$ cat config.mk
export PLATFORM = sky130hd
export DESIGN_NAME = freq_lock_ctrl
export DESIGN_NICKNAME = d
export VERILOG_FILES = /design/src/rtl/flc_pkg.sv /design/src/rtl/flc_window_counter.sv /design/src/rtl/flc_tol_compare.sv /design/src/rtl/flc_mode_fsm.sv /design/src/rtl/freq_lock_ctrl.sv
export SDC_FILE = /design/constraint.sdc
export NUM_CORES = 1
export LEC_CHECK = 0
export BUFFER_PORTS_ARGS = -buffer_cell sky130_fd_sc_hd__buf_4
export CAP_MARGIN = 10
export CORE_UTILIZATION = 50
export DETAILED_ROUTE_END_ITERATION = 12
export PLACE_DENSITY = 0.67
export SLEW_MARGIN = 20
export SYNTH_ARGS = -nofsm -noshare
export SYNTH_HDL_FRONTEND = slang
export SYNTH_SLANG_ARGS = --single-unit
export TNS_END_PERCENT = 5
$ cat constraint.sdc
create_clock -name clk -period 4.25 [get_ports clk]
set_clock_uncertainty 0.05 [all_clocks]
set_input_delay 0.2125 -clock clk [delete_from_list [all_inputs] [get_ports clk]]
set_output_delay 0.2125 -clock clk [all_outputs]
set_load 0.01 [all_outputs]
$ cat src/rtl/flc_pkg.sv
package flc_pkg;

   typedef enum logic {
      ST_ACQ   = 1'b0,
      ST_TRACK = 1'b1
   } flc_state_e;

   typedef struct packed {
      logic forced;
      logic force_bb;
      logic wide_tol;
   } flc_mode_t;

   function automatic flc_mode_t flc_decode_mode(input logic [1:0] sel);
      flc_mode_t m;
      m.forced   = sel[1];
      m.force_bb = sel[0];
      m.wide_tol = sel[0];
      return m;
   endfunction

endpackage

$ cat src/rtl/flc_window_counter.sv
module flc_window_counter #(
   parameter int WINDOW = 8192,
   parameter int REF_W  = $clog2(WINDOW),
   parameter int VCO_W  = $clog2(2 * WINDOW + 1)
) (
   input  logic             clk,
   input  logic             rst,
   input  logic             ref_tick,
   input  logic             vco_tick,
   output logic             win_done,
   output logic [VCO_W-1:0] vco_total
);

   localparam logic [REF_W-1:0] REF_LAST = REF_W'(WINDOW - 1);
   localparam logic [VCO_W-1:0] VCO_MAX  = {VCO_W{1'b1}};

   logic [REF_W-1:0] ref_cnt;
   logic [VCO_W-1:0] vco_cnt;
   logic             ref_last;

   assign ref_last = (ref_cnt == REF_LAST);
   assign win_done = ref_tick && ref_last;

   // Tick arriving alongside the closing reference tick belongs to this window.
   always_comb begin
      if (vco_cnt == VCO_MAX)
         vco_total = VCO_MAX;
      else
         vco_total = vco_cnt + VCO_W'(vco_tick);
   end

   always_ff @(posedge clk) begin
      if (rst) begin
         ref_cnt <= '0;
         vco_cnt <= '0;
      end else begin
         if (ref_tick)
            ref_cnt <= ref_last ? '0 : ref_cnt + 1'b1;
         if (win_done)
            vco_cnt <= '0;
         else
            vco_cnt <= vco_total;
      end
   end

   assert_window_restart_R1: assert property (@(posedge clk) disable iff (rst)
      win_done |=> (ref_cnt == '0 && vco_cnt == '0));

   assert_vco_saturate_R8: assert property (@(posedge clk) disable iff (rst)
      (vco_cnt == VCO_MAX && !win_done) |=> (vco_cnt == VCO_MAX));

endmodule

$ cat src/rtl/flc_tol_compare.sv
module flc_tol_compare #(
   parameter int WINDOW     = 8192,
   parameter int TOL_NARROW = 4,
   parameter int TOL_WIDE   = 16,
   parameter int VCO_W      = $clog2(2 * WINDOW + 1)
) (
   input  logic [VCO_W-1:0] vco_total,
   input  logic             wide_tol,
   output logic             beyond
);

   localparam logic [VCO_W-1:0] WIN_C    = VCO_W'(WINDOW);
   localparam logic [VCO_W-1:0] TOL_N_C  = VCO_W'(TOL_NARROW);
   localparam logic [VCO_W-1:0] TOL_W_C  = VCO_W'(TOL_WIDE);

   logic [VCO_W-1:0] diff;
   logic [VCO_W-1:0] tol;

   always_comb begin
      if (vco_total >= WIN_C)
         diff = vco_total - WIN_C;
      else
         diff = WIN_C - vco_total;
   end

   generate
      if (TOL_NARROW == TOL_WIDE) begin : g_single_tol
         assign tol = TOL_N_C;
      end else begin : g_dual_tol
         assign tol = wide_tol ? TOL_W_C : TOL_N_C;
      end
   endgenerate

   assign beyond = (diff > tol);

   always_comb begin
      assert_tol_order_R2: assert (TOL_W_C >= TOL_N_C);
   end

endmodule

$ cat src/rtl/flc_mode_fsm.sv
module flc_mode_fsm
   import flc_pkg::*;
(
   input  logic      clk,
   input  logic      rst,
   input  logic      win_done,
   input  logic      beyond,
   input  flc_mode_t mode,
   output logic      lock,
   output logic      use_bb
);

   flc_state_e state;
   flc_state_e state_nxt;

   always_comb begin
      state_nxt = state;
      if (win_done)
         state_nxt = beyond ? ST_ACQ : ST_TRACK;
   end

   always_ff @(posedge clk) begin
      if (rst)
         state <= ST_ACQ;
      else
         state <= state_nxt;
   end

   assign lock   = (state == ST_TRACK);
   assign use_bb = mode.forced ? mode.force_bb : lock;

   assert_hold_between_windows_R3: assert property (@(posedge clk) disable iff (rst)
      !win_done |=> $stable(state));

   assert_fail_to_acq_R6: assert property (@(posedge clk) disable iff (rst)
      (win_done && beyond) |=> !lock);

endmodule

$ cat src/rtl/freq_lock_ctrl.sv
module freq_lock_ctrl
   import flc_pkg::*;
#(
   parameter int WINDOW     = 8192,
   parameter int TOL_NARROW = 4,
   parameter int TOL_WIDE   = 16
) (
   input  logic       clk,
   input  logic       rst,
   input  logic       ref_tick,
   input  logic       vco_tick,
   input  logic [1:0] mode_sel,
   output logic       lock,
   output logic       use_bb
);

   localparam int REF_W = $clog2(WINDOW);
   localparam int VCO_W = $clog2(2 * WINDOW + 1);

   generate
      if (WINDOW < 2) begin : g_bad_window
         $error("WINDOW must be at least 2");
      end
      if (TOL_WIDE < TOL_NARROW || TOL_NARROW < 0) begin : g_bad_tol
         $error("tolerances must satisfy 0 <= TOL_NARROW <= TOL_WIDE");
      end
      if (TOL_WIDE >= WINDOW) begin : g_wide_tol
         $error("TOL_WIDE must be below WINDOW");
      end
   endgenerate

   flc_mode_t        mode;
   logic             win_done;
   logic [VCO_W-1:0] vco_total;
   logic             beyond;

   assign mode = flc_decode_mode(mode_sel);

   flc_window_counter #(
      .WINDOW (WINDOW),
      .REF_W  (REF_W),
      .VCO_W  (VCO_W)
   ) u_count (
      .clk       (clk),
      .rst       (rst),
      .ref_tick  (ref_tick),
      .vco_tick  (vco_tick),
      .win_done  (win_done),
      .vco_total (vco_total)
   );

   flc_tol_compare #(
      .WINDOW     (WINDOW),
      .TOL_NARROW (TOL_NARROW),
      .TOL_WIDE   (TOL_WIDE),
      .VCO_W      (VCO_W)
   ) u_cmp (
      .vco_total (vco_total),
      .wide_tol  (mode.wide_tol),
      .beyond    (beyond)
   );

   flc_mode_fsm u_fsm (
      .clk      (clk),
      .rst      (rst),
      .win_done (win_done),
      .beyond   (beyond),
      .mode     (mode),
      .lock     (lock),
      .use_bb   (use_bb)
   );

   assert_forced_pfd_R4: assert property (@(posedge clk) disable iff (rst)
      (mode_sel == 2'b10) |-> !use_bb);

   assert_forced_bb_R4: assert property (@(posedge clk) disable iff (rst)
      (mode_sel == 2'b11) |-> use_bb);

   assert_auto_follows_lock_R5: assert property (@(posedge clk) disable iff (rst)
      (mode_sel[1] == 1'b0) |-> (use_bb == lock));

   assert_reset_acq_R7: assert property (@(posedge clk)
      $past(rst) |-> !lock);

endmodule

==> results of run 1 <==
==> layer usage <==
layer,wire [um],share of wire (%)
met2,2110,43
met5,0,0
met4,95,1.9
met3,326,6.7
met1,2370,48
==> cells by family (layout without fill, tap and decap cells) <==
family          after synthesis  count (layout)
flops                        29              29
buf+inv                      30              29
compound gates               52              52
simple gates                122             122
mux                           5               5
xor+xnor                     22              22
fa+ha+maj                     6               6
==> worst max-delay path, cell delays in order (launching register included) <==
cell	delay, ns
dfxtp_1	0.35
ha_1	0.23
ha_1	0.40
and3_1	0.20
nand4_1	0.10
a211oi_2	0.34
ha_2	0.42
o21ai_0	0.15
a22o_1	0.25
ha_1	0.27
a31oi_1	0.06
or3_1	0.33
a2111oi_2	0.19
and4_1	0.23
o2111ai_1	0.11
o21ai_1	0.08
==> registers in the layout, indices dropped and copies added (netlist names) <==
signal / count
u_count.ref_cnt: 13
u_count.vco_cnt: 15
u_fsm.lock: 1
==> path summary, 6_finish.rpt <==
| path | end | slack, ns | cells past startpoint |
|---|---|---|---|
| setup / recovery | u_fsm.lock | 0.39 | 15 |
| hold / removal | u_count.ref_cnt[10] | 0.06 | 2 |
| hold reg to reg | u_fsm.lock | 0.43 | 2 |
| setup reg to reg | u_fsm.lock | 0.39 | 15 |
==> cells in the mapped netlist, types with 6 or more instances <==
| cell | number | share of area [%] |
|---|---|---|
| buf_2 | 6 | 1.4 |
| dfxtp_1 | 29 | 28 |
| xnor2_1 | 13 | 5.4 |
| nand2_1 | 16 | 2.9 |
| and3_1 | 8 | 2.4 |
| ha_1 | 6 | 3.6 |
| inv_1 | 9 | 1.6 |
| nor2_1 | 28 | 5.0 |
| buf_4 | 6 | 2.2 |
| nand4_1 | 14 | 4.2 |
| a21oi_1 | 12 | 2.9 |
| nor4_1 | 7 | 2.1 |
| nand3_1 | 13 | 3.1 |
| nor3_1 | 9 | 2.2 |
| o21ai_0 | 12 | 2.9 |
| xor2_1 | 9 | 3.8 |
==> metrics by stage <==
step / total power [uW] / area (um2) / cells / setup WS (ns) / util (%)
final: 648 / 2230 / 315 / 0.394 / 55.8
after global routing: 682 / 2230 / 315 / 0.108 / 55.8
after CTS: 655 / 2230 / 315 / 0.242 / 55.7
after detailed placement: 377 / 2130 / 308 / 0.272 / 53.1
after global placement: 376 / 2130 / 308 / 0.384 / 53.1
after floorplan: 358 / 2090 / 266 / 0.508 / -
==> cell type report <==
type	instances	share of cell area [%]
clock buffers	5	3.08
clock inverters	2	1.57
inverters	10	1.68
multi-input cells	207	60.8
flip-flops and latches	29	26.0
well taps	50	2.80
repair buffers	12	4.04
==> power groups by stage <==
| stage | Sequential, uW | Clock (uW) | Combinational (uW) |
|---|---|---|---|
| 2_1_floorplan | 286 | 0 | 72.7 |
| 4_1_cts | 282 | 283 | 89.8 |
| 3_3_place_gp | 288 | 0 | 88.8 |
| 3_5_place_dp | 288 | 0 | 89.1 |
| 5_1_grt | 283 | 297 | 103 |
| 6_report | 282 | 276 | 90.1 |
==> run metrics, run 1 <==
Max Clk Rate=259 MHz; syn_nets=278; Setup TNS=0 ns; Final Wtd Congestion=0.954; post_cts resized=0; area of the multi-input gates=0.00136 mm2; total global-route track usage=25.1%; post-synthesis area per instance=7.87 um2; via-per-instance ratio=6.21; final period utilization=90.7%; Clock transition at path regs=0.06 ns; # DRC=0; Simple-Gate Fraction of Synth Area=32.6%; post-synthesis mux area share=2.51%; nets=277; Max Slew Vio Count=0; post-DR wirelength/cell=15.5 um; Vias=1,957; CTS buffer count=5; GR Util met3=4.79%; crit start category=flop; clock sinks=29; share of cells above drive strength 1=13.2%; vias in the first global route=1,750; gr busiest metal=met1; XOR/XNOR share of the synthesized area=9.21%; Hold Path Class=input port to flop; Required @ worst endpoint=4.40 ns; Clock Latency Late Sink=0.29 ns; Routed WL=4900 um; synthesized flop and latch total=29; Arr. time, crit path=4.00 ns; die area=0.00445 mm2; RSZ-0062 raised after global routing=false; Yosys Warn Count=0; mapped cell area=0.00209 mm2; # IOs=8; hold wc startpoint=rst; WS Path Type=flop to flop; Post-synth EDFFs=0; met2 Track Usage GR=36.1%; CTS tree=done; max_cap viols=0; initial antenna violation count=0; post-route ant nets=0; outcome=finished, final reports clean; Flop pwr share=43.5%; Compound-Gate Fraction of Synth Area=16.8%; Rel. slew slack=32.6%; most frequent cells in the layout=dfxtp_1 (29), nor2_1 (28), nand2_1 (16); Port Buf Inserts=7; PwrDens=290 mW/mm2; switching share of power=24.5%; first-pass GRT wire length=8360 um; crit path from=u_count.vco_cnt[0]; async set-or-reset flop fraction in the synthesized netlist=0%; Antenna diodes=0; sequential-to-total area share from yosys stat=27.7%; logic gate share of total power=13.9%; Primary FF master, synth=dfxtp_1; Core ar.=0.00400 mm2; most common cell after layout, fill and taps aside=dfxtp_1; Clock power frac=42.6%; measured slew at the worst slew-check pin=1.01 ns; clk buf depth=2; Power Internal=489 uW; clock root cell=clkbuf_8; Layout Area Growth over Synthesis=6.63%; grt ovf=0; initial core utilization=52.3%; Post-Synth Adder-Cell Area=3.59%; Pleak=0.000838 uW; Die X=66.7 um; Final min period=3.86 ns; FF+latch area=581 um2; num rows=23; worst r2r src=u_count.vco_cnt[0]; largest net degree at the start of global routing=27; Detailed Route Iter0 Violations=172; WHS=0.0626 ns; Fillers=407; Die Height=66.7 um; Worst Setup End Kind=flop; Initial DRT Pass Iterations=5; H-Tree Depth=2; Hold Violations, Final=0; largest family of logic cells by synthesized area=simple AND/OR/NAND/NOR gates; critical path fanouts, max=18; HPWL after DPL=3530 um; Cell variety after synth=55; GRT met1 Usage=36.3%; Setup Fix Bufs, Post-CTS=0; VDD IR max=165 uV; synthesized instance count=266; Finish-stage setup viols=0; hold buffer count at cts=0; Psw=159 uW
Power figures use the tool's default switching activity.
==> inputs of run 2 (changes only) <==
--- a/config.mk
+++ b/config.mk
@@ -5,6 +5,7 @@
 export SDC_FILE = /design/constraint.sdc
 export NUM_CORES = 1
 export LEC_CHECK = 0
+export ABC_AREA = 1
 export BUFFER_PORTS_ARGS = -buffer_cell sky130_fd_sc_hd__buf_4
 export CAP_MARGIN = 10
 export CORE_UTILIZATION = 50
==> run 2 against run 1 <==
Effect of this change: fmax is 13% higher; combinational power rose by 23%; global-route usage fell by 0.33 points; sequential power hardly changed; non-clock buffer count decreased by 5; power up 6.9%; highest routed layer unchanged.
==> run metrics, run 2 <==
PwrDens=287 mW/mm2 (was 290 mW/mm2); final period utilization=80.2% (was 90.7%); critical path fanouts, max=13 (was 18); Power Internal=509 uW (was 489 uW); synthesized instance count=348 (was 266); # DRC=0 (unchanged); Die Height=68.4 um (was 66.7 um); clk buf depth=2 (unchanged); vias in the first global route=1,892 (was 1,750); Die X=68.4 um (was 66.7 um); Yosys Warn Count=0 (unchanged); nets=370 (was 277); hold buffer count at cts=0 (unchanged); die area=0.00467 mm2 (was 0.00445 mm2); synth top area cells=dfxtp_1 (26%), nand2_1 (14%), nor2_1 (11%) (was dfxtp_1 (28%), xnor2_1 (5.4%), nor2_1 (5.0%)); Hold Path Class=input port to flop (unchanged); post_cts resized=0 (unchanged); CP dominant cell by count=nor2_1 (was ha_1); slowest cell delay on critical path=0.44 ns (was 0.42 ns); Rel. slew slack=48.2% (was 32.6%); Arr. time, crit path=3.59 ns (was 4.00 ns); largest net degree at the start of global routing=22 (was 27); VDD IR max=218 uV (was 165 uV); num rows=23 (unchanged); HPWL after DPL=3910 um (was 3530 um); Post-synth EDFFs=0 (unchanged); Final Power=693 uW (was 648 uW); most common cell after layout, fill and taps aside=nand2_1 (was dfxtp_1); Pleak=0.00116 uW (was 0.000838 uW); Initial DRT Pass Iterations=5 (unchanged); Cell Chain, Critical Path=ha_1 -> ha_1 -> inv_1 -> nor2_4 -> nand2_1 -> nor2_1 -> nor2_1 -> nor2_4 -> ha_1 -> inv_1 -> a21oi_4 -> o22ai_1 -> ha_1 -> o21ai_0 -> nor2_1 -> nand3_1 -> nor2_1 -> nand3_1 -> nor2_1 -> nand2_1 -> nand2_1 (was ha_1 -> ha_1 -> and3_1 -> nand4_1 -> a211oi_2 -> ha_2 -> o21ai_0 -> a22o_1 -> ha_1 -> a31oi_1 -> or3_1 -> a2111oi_2 -> and4_1 -> o2111ai_1 -> o21ai_1); post-DR wirelength/cell=12.4 um (was 15.5 um); Max Clk Rate=293 MHz (was 259 MHz); Port Buf Inserts=7 (unchanged); Clock Latency Late Sink=0.29 ns (about the same); logic gate share of total power=16.0% (was 13.9%); first-pass GRT wire length=8330 um (was 8360 um); CTS tree=done (unchanged); Post-Place Cell Area=0.00229 mm2 (was 0.00213 mm2); Final Wtd Congestion=0.870 (was 0.954); total global-route track usage=24.7% (was 25.1%); Required @ worst endpoint=4.43 ns (was 4.40 ns); H-Tree Depth=2 (unchanged); switching share of power=26.5% (was 24.5%); # IOs=8 (unchanged); crit start category=flop (unchanged); Core ar.=0.00412 mm2 (was 0.00400 mm2); Final Cell Area=0.00241 mm2 (was 0.00223 mm2); max_cap viols=0 (unchanged); Cell variety after synth=32 (was 55); Vias=2,159 (was 1,957); Psw=184 uW (was 159 uW); clock root cell=clkbuf_8 (unchanged); Max Slew Vio Count=0 (unchanged); share of cells above drive strength 1=14.2% (was 13.2%); via-per-instance ratio=5.28 (was 6.21); post-route ant nets=0 (unchanged); Clock transition at path regs=0.07 ns (was 0.06 ns); DP Cell Count=401 (was 308); Detailed Route Iter0 Violations=166 (was 172); syn_nets=360 (was 278); synthesized flop and latch total=29 (unchanged); initial core utilization=53.5% (was 52.3%); Worst Setup End Kind=flop (unchanged); Hold Violations, Final=0 (unchanged); Primary FF master, synth=dfxtp_1 (unchanged); Routed WL=5060 um (was 4900 um); Clock power frac=43.7% (was 42.6%); Most flops, register=u_count.vco_cnt (unchanged); clock sinks=29 (unchanged); CTS buffer count=5 (unchanged); most frequent cells in the layout=nand2_1 (84), nor2_1 (64), inv_1 (43) (was dfxtp_1 (29), nor2_1 (28), nand2_1 (16)); WS Path Type=flop to flop (unchanged); area leader, netlist=dfxtp_1 (unchanged); mapped cell area=0.00220 mm2 (was 0.00209 mm2); measured slew at the worst slew-check pin=0.776 ns (was 1.01 ns); Largest register FFs=15 (unchanged); Setup Fix Bufs, Post-CTS=0 (unchanged); area share of the largest cell type after synthesis=26.4% (was 27.7%); Antenna diodes=0 (unchanged); top cells by count, synth=nand2_1 (84), nor2_1 (64), inv_1 (43), dfxtp_1 (29), nand3_1 (25) (was dfxtp_1 (29), nor2_1 (28), nand2_1 (16), nand4_1 (14)); async set-or-reset flop fraction in the synthesized netlist=0% (unchanged); outcome=finished, final reports clean (unchanged); Setup TNS=0 ns (unchanged); Finish-stage setup viols=0 (unchanged); initial antenna violation count=0 (unchanged); Slowest cell on crit path=ha_1 (was ha_2); grt ovf=0 (unchanged); Layout Area Growth over Synthesis=9.66% (was 6.63%); top-count cell post-synth=nand2_1 (was dfxtp_1); post-synthesis area per instance=6.33 um2 (was 7.87 um2); WHS=0.0867 ns (was 0.0626 ns); sequential-to-total area share from yosys stat=26.4% (was 27.7%); final non-filler cell total=409 (was 315); Flop pwr share=40.3% (was 43.5%); Final min period=3.41 ns (was 3.86 ns); RSZ-0062 raised after global routing=false (unchanged)
## run 2: cell types whose count changed after synthesis, sizes merged, moves of 5 or more
cell / change
o21ai: -6
inv: +35
nand2: +78
nand3: +15
nor2: +52
nor4: -10
buf: -13
a31oi: -5
and3: -8
xnor2: -8
## run 2: cells by family after synthesis
logic type / count (synthesis) / share of synthesized area [%]
AO/OA/AOI/OAI: 21 / 6.02
XOR/XNOR: 10 / 3.98
adder cells (fa/ha/maj): 6 / 3.41
buffers and inverters: 50 / 8.86
flip-flops: 29 / 26.4
AND/OR/NAND/NOR: 232 / 51.4
## run 2: area by class of cell
cell class	count	area [um2]
Fill cell	404	1700
Multi-Input combinational cell	269	1430
Sequential cell	29	581
Inverter	46	173
Clock buffer	6	82.6
Tap cell	50	62.6
Timing Repair Buffer	7	52.6
Clock inverter	2	37.5
## run 2: power groups by stage
stage          clock, uW  sequential, uW  combinational (uW)
4_1_cts              313             279                 110
2_1_floorplan          0             285                83.5
3_3_place_gp           0             285                 109
3_5_place_dp           0             285                 109
5_1_grt              320             280                 125
6_report             302             279                 111
## run 2: final timing paths
kind	from	to	slack (ns)	cells after the start
min	rst	u_count.ref_cnt[8]	0.09	2
max reg2reg	u_count.vco_cnt[0]	u_fsm.lock	0.84	21
min reg2reg	u_fsm.lock	u_fsm.lock	0.42	2
max	u_count.vco_cnt[0]	u_fsm.lock	0.84	21
## run 2: stage by stage
step           setup slack (ns)  utilization, %
2_1_floorplan              1.34               -
3_3_place_gp              0.999            55.8
4_1_cts                   0.871            58.7
5_1_grt                   0.503            58.7
6_report                  0.841            58.7
3_5_place_dp              0.887            55.8
## run 2: worst max-delay path: cells and delay by family (launching register included)
| kind | cells | cell delay [ns] |
|---|---|---|
| compound gates | 3 | 0.44 |
| fa+ha+maj | 4 | 1.16 |
| simple gates | 12 | 1.10 |
| flops | 1 | 0.35 |
| buf+inv | 2 | 0.24 |
## run 2: per-layer routing
layer / vias up / track usage (%) / wire length (um)
met2: 80 / 41.8 / 2430
met4: 0 / 10.9 / 76
met5: - / 0 / 0
li1: 1121 / - / -
met1: 950 / 29.6 / 2200
met3: 8 / 5.50 / 347
==> inputs of run 3 (changes only) <==
--- a/config.mk
+++ b/config.mk
@@ -10,7 +10,7 @@
 export CAP_MARGIN = 10
 export CORE_UTILIZATION = 50
 export DETAILED_ROUTE_END_ITERATION = 12
-export PLACE_DENSITY = 0.67
+export PLACE_DENSITY = 0.69
 export SLEW_MARGIN = 20
 export SYNTH_ARGS = -nofsm -noshare
 export SYNTH_HDL_FRONTEND = slang
==> constraint.sdc (replaced) <==
create_clock -name clk -period 3 [get_ports clk]
set_clock_uncertainty 0.05 [all_clocks]
set_input_delay 0.15 -clock clk [delete_from_list [all_inputs] [get_ports clk]]
set_output_delay 0.15 -clock clk [all_outputs]
set_load 0.01 [all_outputs]
==> run 3 against run 2 <==
Effect of this change: highest routed layer unchanged; via count grew 1.5%; power increased by 38%; combinational power increased by 50%; global-route usage is 0.30 points lower.
==> run metrics, run 3 (synthesized netlist as in run 2, its figures left out) <==
reg2reg setup slack=0.20 ns (was 0.84 ns); measured slew at the worst slew-check pin=0.442 ns (was 0.776 ns); FF-to-FF path depth=18 (was 21); Hold Path Class=input port to flop (unchanged); Pleak=0.00123 uW (was 0.00116 uW); final period utilization=93.4% (was 80.2%); CP dominant cell by count=nand2_1 (was nor2_1); most common cell after layout, fill and taps aside=nand2_1 (unchanged); Clock Latency Late Sink=0.28 ns (was 0.29 ns); share of cells above drive strength 1=19.8% (was 14.2%); Slowest cell on crit path=dfxtp_1 (was ha_1); hold buffer count at cts=0 (unchanged); Max Slew Vio Count=0 (unchanged); outcome=finished, final reports clean (unchanged); WS Path Type=flop to flop (unchanged); final non-filler cell total=424 (was 409); Required @ worst endpoint=3.13 ns (was 4.43 ns); CTS buffer count=5 (unchanged); Core ar.=0.00412 mm2 (unchanged); clk buf depth=2 (unchanged); worst r2r src=u_count.vco_cnt[3] (was u_count.vco_cnt[0]); Worst Setup End Kind=flop (unchanged); Port Buf Inserts=7 (unchanged); Die Height=68.4 um (unchanged); total global-route track usage=24.4% (was 24.7%); Layout Area Growth over Synthesis=17.0% (was 9.66%); via-per-instance ratio=5.17 (was 5.28); VDD IR max=199 uV (was 218 uV); Detailed Route Iter0 Violations=148 (was 166); first-pass GRT wire length=8320 um (was 8330 um); H-Tree Depth=2 (unchanged); Rel. slew slack=70.4% (was 48.2%); Finish-stage setup viols=0 (unchanged); Clock transition at path regs=0.07 ns (about the same); Routed WL=5240 um (was 5060 um); Setup TNS=0 ns (unchanged); Vias=2,191 (was 2,159); CTS tree=done (unchanged); num rows=23 (unchanged); initial antenna violation count=0 (unchanged); clock root cell=clkbuf_8 (unchanged); post-route ant nets=0 (unchanged); initial core utilization=53.5% (unchanged); Final min period=2.80 ns (was 3.41 ns); clock sinks=29 (unchanged); Most flops, register=u_count.vco_cnt (unchanged); Setup crit end=u_fsm.lock (unchanged); slowest cell delay on critical path=0.44 ns (about the same); HPWL after DPL=4070 um (was 3910 um); critical path fanouts, max=6 (was 13); DP Cell Count=415 (was 401); # IOs=8 (unchanged); Antenna diodes=0 (unchanged); crit start category=flop (unchanged); PwrDens=372 mW/mm2 (was 287 mW/mm2); crit path from=u_count.vco_cnt[3] (was u_count.vco_cnt[0]); nets=386 (was 370); FF-to-FF End=u_fsm.lock (unchanged); Largest register FFs=15 (unchanged); max_cap viols=0 (unchanged); largest net degree at the start of global routing=21 (was 22); grt ovf=0 (unchanged); Max Clk Rate=357 MHz (was 293 MHz); Arr. time, crit path=2.93 ns (was 3.59 ns); # DRC=0 (unchanged); Die X=68.4 um (unchanged); Final Wtd Congestion=0.951 (was 0.870); Cell Chain, Critical Path=nand2_1 -> nor2_4 -> nand3_1 -> nand2_1 -> nand3_2 -> nor2_4 -> nand2_2 -> nor2_4 -> a21oi_4 -> o21ai_0 -> inv_1 -> ha_1 -> a22o_1 -> nand2_1 -> o22a_1 -> nor2_1 -> nand2_1 -> nand2_1 (was ha_1 -> ha_1 -> inv_1 -> nor2_4 -> nand2_1 -> nor2_1 -> nor2_1 -> nor2_4 -> ha_1 -> inv_1 -> a21oi_4 -> o22ai_1 -> ha_1 -> o21ai_0 -> nor2_1 -> nand3_1 -> nor2_1 -> nand3_1 -> nor2_1 -> nand2_1 -> nand2_1); Hold Violations, Final=0 (unchanged); die area=0.00467 mm2 (unchanged); vias in the first global route=1,793 (was 1,892); Initial DRT Pass Iterations=4 (was 5); most frequent cells in the layout=nand2_1 (84), nor2_1 (62), inv_1 (43) (was nand2_1 (84), nor2_1 (64), inv_1 (43)); post-DR wirelength/cell=12.4 um (about the same); final core occ=62.6% (was 58.7%)
==> run 3: cell count changes in the layout (fill, tap and decap cells not counted), moves of 2 or more <==
cell | before | now
ha_4 | 0 | 3
nor2_1 | 64 | 62
ha_1 | 6 | 3
buf_4 | 7 | 23
==> run 3: routing by layer <==
metal	global-route usage [%]	part of all wire, %
met1	35.2	50
met3	4.50	5.3
met5	0	0
met2	35.4	42
met4	9.38	2.0
==> run 3: area by class of cell <==
class / count / area, um2
tap: 50 / 62.6
inverter: 46 / 173
multi-input combinational: 269 / 1480
sequential: 29 / 582
clock inverter: 2 / 35.0
clock buffer: 5 / 68.8
fill: 388 / 1540
timing repair buffer: 23 / 173
==> run 3: timing repair <==
item                       CTS  global route
resized for setup            1            11
setup endpoints to repair    1             1
pin swaps                    0             4
setup buffers                0             2
==> run 3: stage by stage <==
step | worst slack [ns] | area [um2] | power [uW] | hold WS [ns]
global route | -0.0352 | 2580 | 1000 | 0.0337
detailed placement | 0.0303 | 2400 | 563 | 0.318
floorplan | 0.0927 | 2200 | 521 | 0.172
finish | 0.199 | 2580 | 958 | 0.0224
global placement | 0.0961 | 2400 | 561 | 0.318
CTS | 0.0173 | 2510 | 956 | 0.0162
==> run 3: critical path: cells and delay by family, from the launching register on <==
kind | cells | cell delay, ns
DFF | 1 | 0.44
AOI/OAI and AO/OA | 4 | 0.55
and+or+nand+nor | 12 | 1.33
buffers and inverters | 1 | 0.06
adders and majority gates | 1 | 0.26
==> run 3: worst min path at each step <==
| stage | start | endpoint | slack (ns) | depth (start not counted) |
|---|---|---|---|---|
| finish | rst | u_count.ref_cnt[6] | 0.02 | 2 |
| global route | rst | u_count.ref_cnt[6] | 0.03 | 2 |
| CTS | rst | u_count.ref_cnt[8] | 0.02 | 2 |
| detailed placement | rst | u_count.ref_cnt[8] | 0.32 | 2 |
| global placement | rst | u_count.ref_cnt[6] | 0.32 | 2 |
| floorplan | rst | u_count.ref_cnt[10] | 0.17 | 1 |
==> run 3: power by group <==
part           internal, uW  leakage [uW]  switching, uW
Clock                   241     0.0000540            152
Combinational          71.9      0.000946           95.6
Sequential              391      0.000235           6.45
